[src/rtl/sdr_seq_pkg.sv]
package sdr_seq_pkg;

    typedef enum logic [3:0] {
        ST_PWR, ST_PREA, ST_IREF, ST_MRS, ST_WAIT, ST_RUN, ST_RPRE, ST_RREF
    } seq_st_e;

    typedef struct packed {
        logic cs_n;
        logic ras_n;
        logic cas_n;
        logic we_n;
    } sd_cmd_t;

    localparam sd_cmd_t CMD_NOP = '{cs_n: 1'b0, ras_n: 1'b1, cas_n: 1'b1, we_n: 1'b1};
    localparam sd_cmd_t CMD_PRE = '{cs_n: 1'b0, ras_n: 1'b0, cas_n: 1'b1, we_n: 1'b0};
    localparam sd_cmd_t CMD_REF = '{cs_n: 1'b0, ras_n: 1'b0, cas_n: 1'b0, we_n: 1'b1};
    localparam sd_cmd_t CMD_MRS = '{cs_n: 1'b0, ras_n: 1'b0, cas_n: 1'b0, we_n: 1'b0};

    // Convert a time in ns to whole clock cycles (rounded up), never below lo.
    function automatic int ns_to_cycles(int ns_val, int clk_ps, int lo);
        int c;
        c = (ns_val * 1000 + clk_ps - 1) / clk_ps;
        return (c < lo) ? lo : c;
    endfunction

    function automatic int max2(int a, int b);
        return (a > b) ? a : b;
    endfunction

endpackage

[src/rtl/sdr_gap_timer.sv]
module sdr_gap_timer #(
    parameter int CNT_W   = 8,
    parameter int RST_VAL = 2
) (
    input  logic             clk,
    input  logic             rst_n,
    input  logic             load,
    input  logic [CNT_W-1:0] load_val,
    output logic             last
);
    logic [CNT_W-1:0] cnt_d, cnt_q;

    always_comb begin
        if (load)
            cnt_d = load_val;
        else if (cnt_q != '0)
            cnt_d = cnt_q - 1'b1;
        else
            cnt_d = cnt_q;
        last = (cnt_q <= CNT_W'(1));
    end

    always_ff @(posedge clk or negedge rst_n) begin
        if (!rst_n)
            cnt_q <= CNT_W'(RST_VAL);
        else
            cnt_q <= cnt_d;
    end

endmodule

[src/rtl/sdr_refresh_debt.sv]
module sdr_refresh_debt #(
    parameter int PERIOD_C = 1560,
    parameter int LIMIT    = 8
) (
    input  logic clk,
    input  logic rst_n,
    input  logic run,
    input  logic issued,
    output logic pending,
    output logic overflow
);
    localparam int PW = $clog2(PERIOD_C + 1);
    localparam int DW = $clog2(LIMIT + 1);

    typedef struct packed {
        logic [PW-1:0] per;
        logic [DW-1:0] debt;
        logic          ovf;
    } debt_t;

    debt_t d, q;
    logic  tick;

    always_comb begin
        d    = q;
        tick = run && (q.per == PW'(PERIOD_C - 1));
        if (!run)
            d.per = '0;
        else if (tick)
            d.per = '0;
        else
            d.per = q.per + 1'b1;

        case ({tick, issued})
            2'b10: begin
                if (q.debt == DW'(LIMIT))
                    d.ovf = 1'b1;
                else
                    d.debt = q.debt + 1'b1;
            end
            2'b01: if (q.debt != '0) d.debt = q.debt - 1'b1;
            default: d.debt = q.debt;
        endcase
        pending  = (q.debt != '0);
        overflow = q.ovf;
    end

    always_ff @(posedge clk or negedge rst_n) begin
        if (!rst_n)
            q <= '0;
        else
            q <= d;
    end

    a_r10_overflow_sticky: assert property (@(posedge clk) disable iff (!rst_n)
        q.ovf |=> q.ovf);

    a_r9_debt_bound: assert property (@(posedge clk) disable iff (!rst_n)
        q.debt <= DW'(LIMIT));

    a_r9_issue_needs_debt: assert property (@(posedge clk) disable iff (!rst_n)
        issued |-> q.debt != '0);

endmodule

[src/rtl/sdr_bringup_seq.sv]
module sdr_bringup_seq
    import sdr_seq_pkg::*;
#(
    parameter int CLK_PERIOD_PS       = 10000,
    parameter int POWER_WAIT_NS       = 200000,
    parameter int PRECHARGE_NS        = 20,
    parameter int REFRESH_CYCLE_NS    = 70,
    parameter int MRS_GAP_CYC         = 2,
    parameter int REFRESH_INTERVAL_NS = 15600,
    parameter int INIT_REFRESHES      = 8,
    parameter int DEBT_LIMIT          = 8,
    parameter int ADDR_W              = 12,
    parameter int BA_W                = 2
) (
    input  logic              clk,
    input  logic              rst_n,
    input  logic              refresh_first,
    input  logic [ADDR_W-1:0] mode_word,
    input  logic              banks_idle,
    output logic              user_ready,
    output logic              init_done,
    output logic              refresh_overflow,
    output logic              sd_cs_n,
    output logic              sd_ras_n,
    output logic              sd_cas_n,
    output logic              sd_we_n,
    output logic [ADDR_W-1:0] sd_addr,
    output logic [BA_W-1:0]   sd_ba
);
    localparam int C_POWER = ns_to_cycles(POWER_WAIT_NS, CLK_PERIOD_PS, 2);
    localparam int C_RP    = ns_to_cycles(PRECHARGE_NS, CLK_PERIOD_PS, 1);
    localparam int C_RFC   = ns_to_cycles(REFRESH_CYCLE_NS, CLK_PERIOD_PS, 1);
    localparam int C_MRD   = (MRS_GAP_CYC < 1) ? 1 : MRS_GAP_CYC;
    localparam int C_REFI  = ns_to_cycles(REFRESH_INTERVAL_NS, CLK_PERIOD_PS, 2);
    localparam int C_MAX   = max2(max2(C_POWER, C_RP), max2(C_RFC, C_MRD));
    localparam int CW      = $clog2(C_MAX + 1);
    localparam int RW      = $clog2(INIT_REFRESHES + 1);
    localparam logic [ADDR_W-1:0] MRS_KEEP = ADDR_W'(10'h27F);

    typedef struct packed {
        seq_st_e       st;
        seq_st_e       after;
        logic [RW-1:0] nref;
        logic          done;
    } seq_t;

    seq_t              d, q;
    sd_cmd_t           cmd;
    logic [ADDR_W-1:0] addr;
    logic              tmr_load, tmr_last, issue_ref, pending;
    logic [CW-1:0]     tmr_val;
    logic              go;
    int                gap;
    seq_st_e           nxt;

    sdr_gap_timer #(.CNT_W(CW), .RST_VAL(C_POWER)) u_gap (
        .clk     (clk),
        .rst_n   (rst_n),
        .load    (tmr_load),
        .load_val(tmr_val),
        .last    (tmr_last)
    );

    sdr_refresh_debt #(.PERIOD_C(C_REFI), .LIMIT(DEBT_LIMIT)) u_debt (
        .clk     (clk),
        .rst_n   (rst_n),
        .run     (q.done),
        .issued  (issue_ref),
        .pending (pending),
        .overflow(refresh_overflow)
    );

    always_comb begin
        d         = q;
        cmd       = CMD_NOP;
        addr      = '0;
        tmr_load  = 1'b0;
        tmr_val   = '0;
        issue_ref = 1'b0;
        go        = 1'b0;
        gap       = 1;
        nxt       = ST_RUN;
        case (q.st)
            ST_PWR:  if (tmr_last) d.st = ST_PREA;
            ST_PREA, ST_RPRE: begin
                cmd      = CMD_PRE;
                addr[10] = 1'b1;
                go       = 1'b1;
                gap      = C_RP;
                if (q.st == ST_RPRE)
                    nxt = ST_RREF;
                else
                    nxt = refresh_first ? ST_IREF : ST_MRS;
            end
            ST_IREF: begin
                cmd    = CMD_REF;
                go     = 1'b1;
                gap    = C_RFC;
                d.nref = q.nref + 1'b1;
                if (q.nref == RW'(INIT_REFRESHES - 1))
                    nxt = refresh_first ? ST_MRS : ST_RUN;
                else
                    nxt = ST_IREF;
            end
            ST_MRS: begin
                cmd  = CMD_MRS;
                addr = mode_word & MRS_KEEP;
                go   = 1'b1;
                gap  = C_MRD;
                nxt  = refresh_first ? ST_RUN : ST_IREF;
            end
            ST_RREF: begin
                cmd       = CMD_REF;
                issue_ref = 1'b1;
                go        = 1'b1;
                gap       = C_RFC;
                nxt       = ST_RUN;
            end
            ST_WAIT: if (tmr_last) d.st = q.after;
            ST_RUN:  if (pending && banks_idle) d.st = ST_RPRE;
            default: d.st = ST_PWR;
        endcase
        if (go) begin
            tmr_load = 1'b1;
            tmr_val  = CW'(gap - 1);
            d.after  = nxt;
            d.st     = (gap <= 1) ? nxt : ST_WAIT;
        end
        if (d.st == ST_RUN)
            d.done = 1'b1;
    end

    always_ff @(posedge clk or negedge rst_n) begin
        if (!rst_n) begin
            q.st    <= ST_PWR;
            q.after <= ST_PWR;
            q.nref  <= '0;
            q.done  <= 1'b0;
        end else begin
            q <= d;
        end
    end

    assign sd_cs_n    = cmd.cs_n;
    assign sd_ras_n   = cmd.ras_n;
    assign sd_cas_n   = cmd.cas_n;
    assign sd_we_n    = cmd.we_n;
    assign sd_addr    = addr;
    assign sd_ba      = '0;
    assign init_done  = q.done;
    assign user_ready = (q.st == ST_RUN) && !pending;

    a_r2_prea_all_banks: assert property (@(posedge clk) disable iff (!rst_n)
        (!sd_cs_n && !sd_ras_n && sd_cas_n && !sd_we_n) |-> (sd_addr[10] && sd_ba == '0));

    a_r5_mrs_clear_bits: assert property (@(posedge clk) disable iff (!rst_n)
        (!sd_cs_n && !sd_ras_n && !sd_cas_n && !sd_we_n)
            |-> (!sd_addr[7] && !sd_addr[8] && !sd_addr[10] && !sd_addr[11] && sd_ba == '0));

    a_r8_ready_bus_quiet: assert property (@(posedge clk) disable iff (!rst_n)
        user_ready |-> (!sd_cs_n && sd_ras_n && sd_cas_n && sd_we_n));

    a_r6_done_sticky: assert property (@(posedge clk) disable iff (!rst_n)
        init_done |=> init_done);

    a_r1_ready_after_done: assert property (@(posedge clk) disable iff (!rst_n)
        user_ready |-> init_done);

endmodule

[config.mk]
export PLATFORM = sky130hd
export DESIGN_NAME = sdr_bringup_seq
export DESIGN_NICKNAME = d
export VERILOG_FILES = /design/src/rtl/sdr_seq_pkg.sv /design/src/rtl/sdr_gap_timer.sv /design/src/rtl/sdr_refresh_debt.sv /design/src/rtl/sdr_bringup_seq.sv
export SDC_FILE = /design/constraint.sdc
export NUM_CORES = 1
export LEC_CHECK = 0
export BUFFER_PORTS_ARGS = -buffer_cell sky130_fd_sc_hd__buf_2
export CAP_MARGIN = 20
export CORE_MARGIN = 2
export CORE_UTILIZATION = 58
export CTS_CLUSTER_DIAMETER = 150
export CTS_CLUSTER_SIZE = 12
export DETAILED_ROUTE_END_ITERATION = 7
export PLACE_DENSITY = 0.81
export SKIP_CTS_REPAIR_TIMING = 1
export SKIP_LAST_GASP = 1
export SLEW_MARGIN = 20
export SYNTH_ARGS = -nofsm -noshare
export SYNTH_HDL_FRONTEND = slang
export SYNTH_SLANG_ARGS = --single-unit
[constraint.sdc]
create_clock -name clk -period 4.15 [get_ports clk]
set_clock_uncertainty 0.15 [all_clocks]
set_input_delay 0.6225 -clock clk [delete_from_list [all_inputs] [get_ports clk]]
set_output_delay 0.6225 -clock clk [all_outputs]
set_load 0.01 [all_outputs]
Word level (Yosys, flattened, before mapping)
Index checks and enable logic that the tools add are counted.
{ "word_totals": {"regBits": 44, "out_inout_bits": 21, "word_cells": 73} }
{ "classes": {"addsub": 6, "magnitude_cmp": 2, "eq_ne": 15, "n_mux": 27, "n_reduce_logical": 15} }
{ "ops": {"columns": ["op", "count"], "rows": [
  ["$mux W15", 3],
  ["$le A32 B2 Y1 const B", 1],
  ["$eq A4 B3 Y1 const B", 6],
  ["$mux W4", 6],
  ["$mux W11", 2],
  ["$pmux W4 S4", 1],
  ["$le A15 B1 Y1 const B", 1],
  ["$reduce_bool A15 Y1", 1],
  ["$sub A15 B1 Y15 const B", 1],
  ["$sub A15 B2 Y15 const B", 1],
  ["$mux W3", 4],
  ["$pmux W4 S3", 1],
  ["$add A11 B1 Y11 const B", 1],
  ["$eq A11 B11 Y1 const B", 1],
  ["$mux W10", 1],
  ["$pmux W3 S3", 1],
  ["$add A4 B1 Y4 const B", 2],
  ["$eq A4 B2 Y1 const B", 2],
  ["$mux W8", 1],
  ["$pmux W4 S2", 1],
  ["$pmux W3 S2", 1],
  ["$mux W1", 5],
  ["$reduce_or A5 Y1", 1],
  ["$eq A4 B1 Y1 const B", 1],
  ["other kinds (14)", 19]
]} }

Longest topological paths before layout
{ "depth": {"ltp_word": 7, "depth_mapped": 10} }

Cells and area by module
A second synthesis with hierarchy kept.
{ "hier_totals": {"cells_unflattened": 281, "area_unflattened_um2": 2585.0} }
{ "modules_own_cells": {"columns": ["module", "n_inst", "cells_each", "area_per_inst_um2"], "rows": [
  ["sdr_gap_timer", 1, 116, 953.4],
  ["sdr_refresh_debt", 1, 80, 832.0],
  ["sdr_bringup_seq", 1, 85, 799.5]
]} }

Least setup slack after synthesis
OpenSTA, ideal clock, no wires.
{ "synth_timing": {"kind": "reg2reg", "startpoint": "register u_debt.q[5] (netlist name)", "endpoint": "register u_debt.q[4] (netlist name)", "setup_ns": 0.094, "arrival_time_ns": 2.461, "required_ns": 3.906, "setup_slack_ns": 1.445, "path_stages_with_launch": 11, "path_cell_list": "dfrtp_1 -> ha_1 -> nand4b_1 -> nor3_2 -> nand2b_1 -> inv_1 -> ha_1 -> a21oi_1 -> nand2_1 -> or4_1 -> a211oi_1"} }
{ "synth_via": {"elab_chain_cells": 5, "word_cells_on_any_way": 9, "classes_between": "eq/ne (5); mux (1); reduce/logical (3)"} }
{ "synth_lines": {"columns": ["element", "line_no", "text"], "rows": [
  ["start, declared", "sdr_refresh_debt.sv:21", "debt_t d, q;"],
  ["$eq A11 B11 Y1 (*)", "sdr_refresh_debt.sv:26", "tick = run && (q.per == PW'(PERIOD_C - 1));"],
  ["$logic_and A1 B1 Y1 (*)", "sdr_refresh_debt.sv:26", null],
  ["$eq A2 B2 Y1 or $eq A2 B1 Y1 (tied branches)", "sdr_refresh_debt.sv:34", "case ({tick, issued})"],
  ["$ne A2 B2 Y1 (no source line) or $reduce_bool A2 Y1 (tied branches)", null, null],
  ["$reduce_and A3 Y1 (no source line)", null, null]
]} }
Every way passes the cells marked *; elsewhere a longest branch is shown, timed or not.
A chain may end at the register's enable or synchronous reset.

Worst setup path in the final report
Ends and elaborated chain as after synthesis.

==> flow_metrics.tcl <==
set metrics [dict create \
    run_status "finished clean" \
    detail_route.drc_violations 0 \
    design.core.area_um2 4324 \
    syn_inst 266 \
    wl_per_cell_um 14.58 \
    ys_ff_latch 43 \
    start_util_pct 59.75 \
    setup_viol 0 \
    worst_pin_slew_ns 0.9290 \
    totalWireLength_mm 5.043 \
    slew_viol_final 0 \
    mostFrequentLayoutCells "dfrtp_1 (38), buf_2 (26), nor2_1 (23)" \
    cts_buffers 5 \
    end_kind "register" \
    area_growth_pct 9.540 \
    final_common_cell "dfrtp_1" \
    seqPwrFrac_pct 49.3 \
    p_switching_uw 447.8 \
    antenna_found_initial 0 \
    power_frac_clock_pct 22.9 \
    num-fill-cells 361 \
    final_nets 317 \
    rows 24 \
    hold_path_class "input pin to asynchronous set/reset pin" \
    setup_tns_ns 0 \
    num_io_pins 37 \
    clock_latency_ns 0.30 \
    maxCapViolations 0 \
    cts_max_level 2 \
    portBuffers 26 \
    clock.fmax_mhz 326.4 \
    grt_usage_pct 21.95 \
    grt_max_degree 44 \
    critPathLaunchType "register" \
    p_int_uw 822.8 \
    finalCritPeriodShare_pct 73.84 \
    dieHeight_um 70.75 \
    hpwl_mm 3.559 \
    criticalPathCategory "register to register" \
    ys.flop_type "dfrtp_1" \
    combPwrFrac_pct 27.8 \
    synth.area.top_cells "dfrtp_1 (37%), dfstp_2 (5.1%), ha_1 (3.4%)" \
    ys_async_sr_fraction_pct 100.0 \
    viasPerCell 5.775 \
    yosysTopAreaCell "dfrtp_1" \
    synth_area_um2 2584 \
    rrSetupSlack_ns 1.09 \
    die_w_um 70.75 \
    grt_setup_unrepaired "false" \
    netSwitchingFraction_pct 35.24 \
    drive_above_1_share_pct 17.69 \
    drtPass1Iterations 4 \
    synth_top_area_share_pct 36.80 \
    worstPathMaxFanout 8 \
    hold_violations 0 \
    p_per_area_nw_per_um2 449.0 \
    r2r_start "u_debt.q[5]" \
    critPathLaunch "u_debt.q[5]" \
    cts_tree "built" \
    antenna_left 0 \
    yosysSeqAreaShare_pct 41.89 \
    gp_routability_congestion 0.8507 \
    fin_hold_ws_ns 0.3130 \
    vias 1998 \
    grt_pass1_vias 1940 \
    slew_headroom_pct 38.07 \
    synth_edf_count 0 \
    cp.arrival_ns 3.12 \
    period_needed_ns 3.064 \
    num_antenna_cells 0 \
    yosysWarningCount 0 \
    grt_pass1_wl_mm 8.742 \
    dr.first_iter.drc_count 120 \
    root_buffer "clkbuf_8" \
    path_clk_slew_ns 0.08 \
    clockBufferDepth 2 \
    power.leakage_uw 0.001242 \
    dieArea_um2 5005 \
    clock-sinks 43 \
    cp.required_ns 4.21 \
    ys_types 56 \
    grt_overflow 0 \
    ir_drop_mv 0.1901 \
    avgSynthCellArea_um2 9.713 \
]
[flip-flops by register name, summed over array words and instances, names as in the netlist]
register	count
q	11
u_gap.cnt_q	15
init_done	1
u_debt.overflow	1
u_debt.q	15
[kinds of logic after synthesis]
logic type,Yosys count,share of synthesized area (%)
other,1,0.1451
adder cells (fa/ha/maj),8,4.165
XOR/XNOR,15,5.085
multiplexers,8,3.196
AND/OR/NAND/NOR,118,27.26
buffers and inverters,25,4.794
AO/OA/AOI/OAI,48,13.46
flip-flops,43,41.89
[layout make-up]
| class | instances | area [µm²] | area share [%] |
|---|---|---|---|
| Clock buffer | 8 | 100.1 | 3.537 |
| Inverter | 12 | 45.04 | 1.592 |
| Multi-Input combinational cell | 204 | 1400 | 49.47 |
| Sequential cell | 43 | 1082 | 38.24 |
| Tap cell | 52 | 65.06 | 2.299 |
| Timing Repair Buffer | 27 | 137.6 | 4.863 |
[per-layer routing]
metal,track usage (%),share of wire (%),vias up
li1,-,-,1011
met1,28.09,45,953
met2,35.51,51,28
met3,5.840,3.1,6
met4,9.015,1.3,0
met5,0,0,-
[critical path, cell delays in order, from the launching register on]
cell and delay [ns]:
dfrtp_1 0.43, ha_1 0.31, nand4b_1 0.14, nor3_2 0.46, nand2b_1 0.22, inv_1 0.08, ha_1 0.32, a21oi_1 0.14
nand2_1 0.11, or4_1 0.41, a211oi_1 0.20
[worst paths after layout]
path / to / cells after the start
setup / recovery: u_debt.q[4] / 10
hold / removal: u_gap.cnt_q[12] / 1
setup reg to reg: u_debt.q[4] / 10
hold reg to reg: u_debt.overflow / 1
max in group asynchronous: u_debt.q[3] / 1
min in group clk: u_debt.overflow / 1
[synth_stat cells (6+ instances only)]
cell       n
nand2_1   17
buf_4      6
and2_1     9
inv_1     12
nor2_1    23
nand2b_1  10
nand4_1    6
nand3_1    7
a21oi_1   15
dfrtp_1   38
xor2_1    10
nor3_1     9
ha_1       7
mux2i_1    6
[metrics by stage]
stage / setup WS, ns / std cells / area, µm² / power [µW] / util, %
after floorplan: 1.445 / 272 / 2606 / 904.9 / -
final: 1.086 / 346 / 2830 / 1271 / 65.45
after global routing: 0.8226 / 346 / 2830 / 1362 / 65.45
after global placement: 1.167 / 338 / 2730 / 961.3 / 63.14
after CTS: 1.073 / 346 / 2830 / 1281 / 65.45
after detailed placement: 1.103 / 338 / 2730 / 983.8 / 63.14
[power by group through the flow]
stage | sequential (µW) | clock (µW) | combinational [µW]
floorplan | 606 | 0 | 299
global placement | 626 | 0 | 335
detailed placement | 632 | 0 | 352
CTS | 625 | 302 | 354
global route | 643 | 320 | 399
finish | 626 | 291 | 354
(Power assumes the default switching activity.)
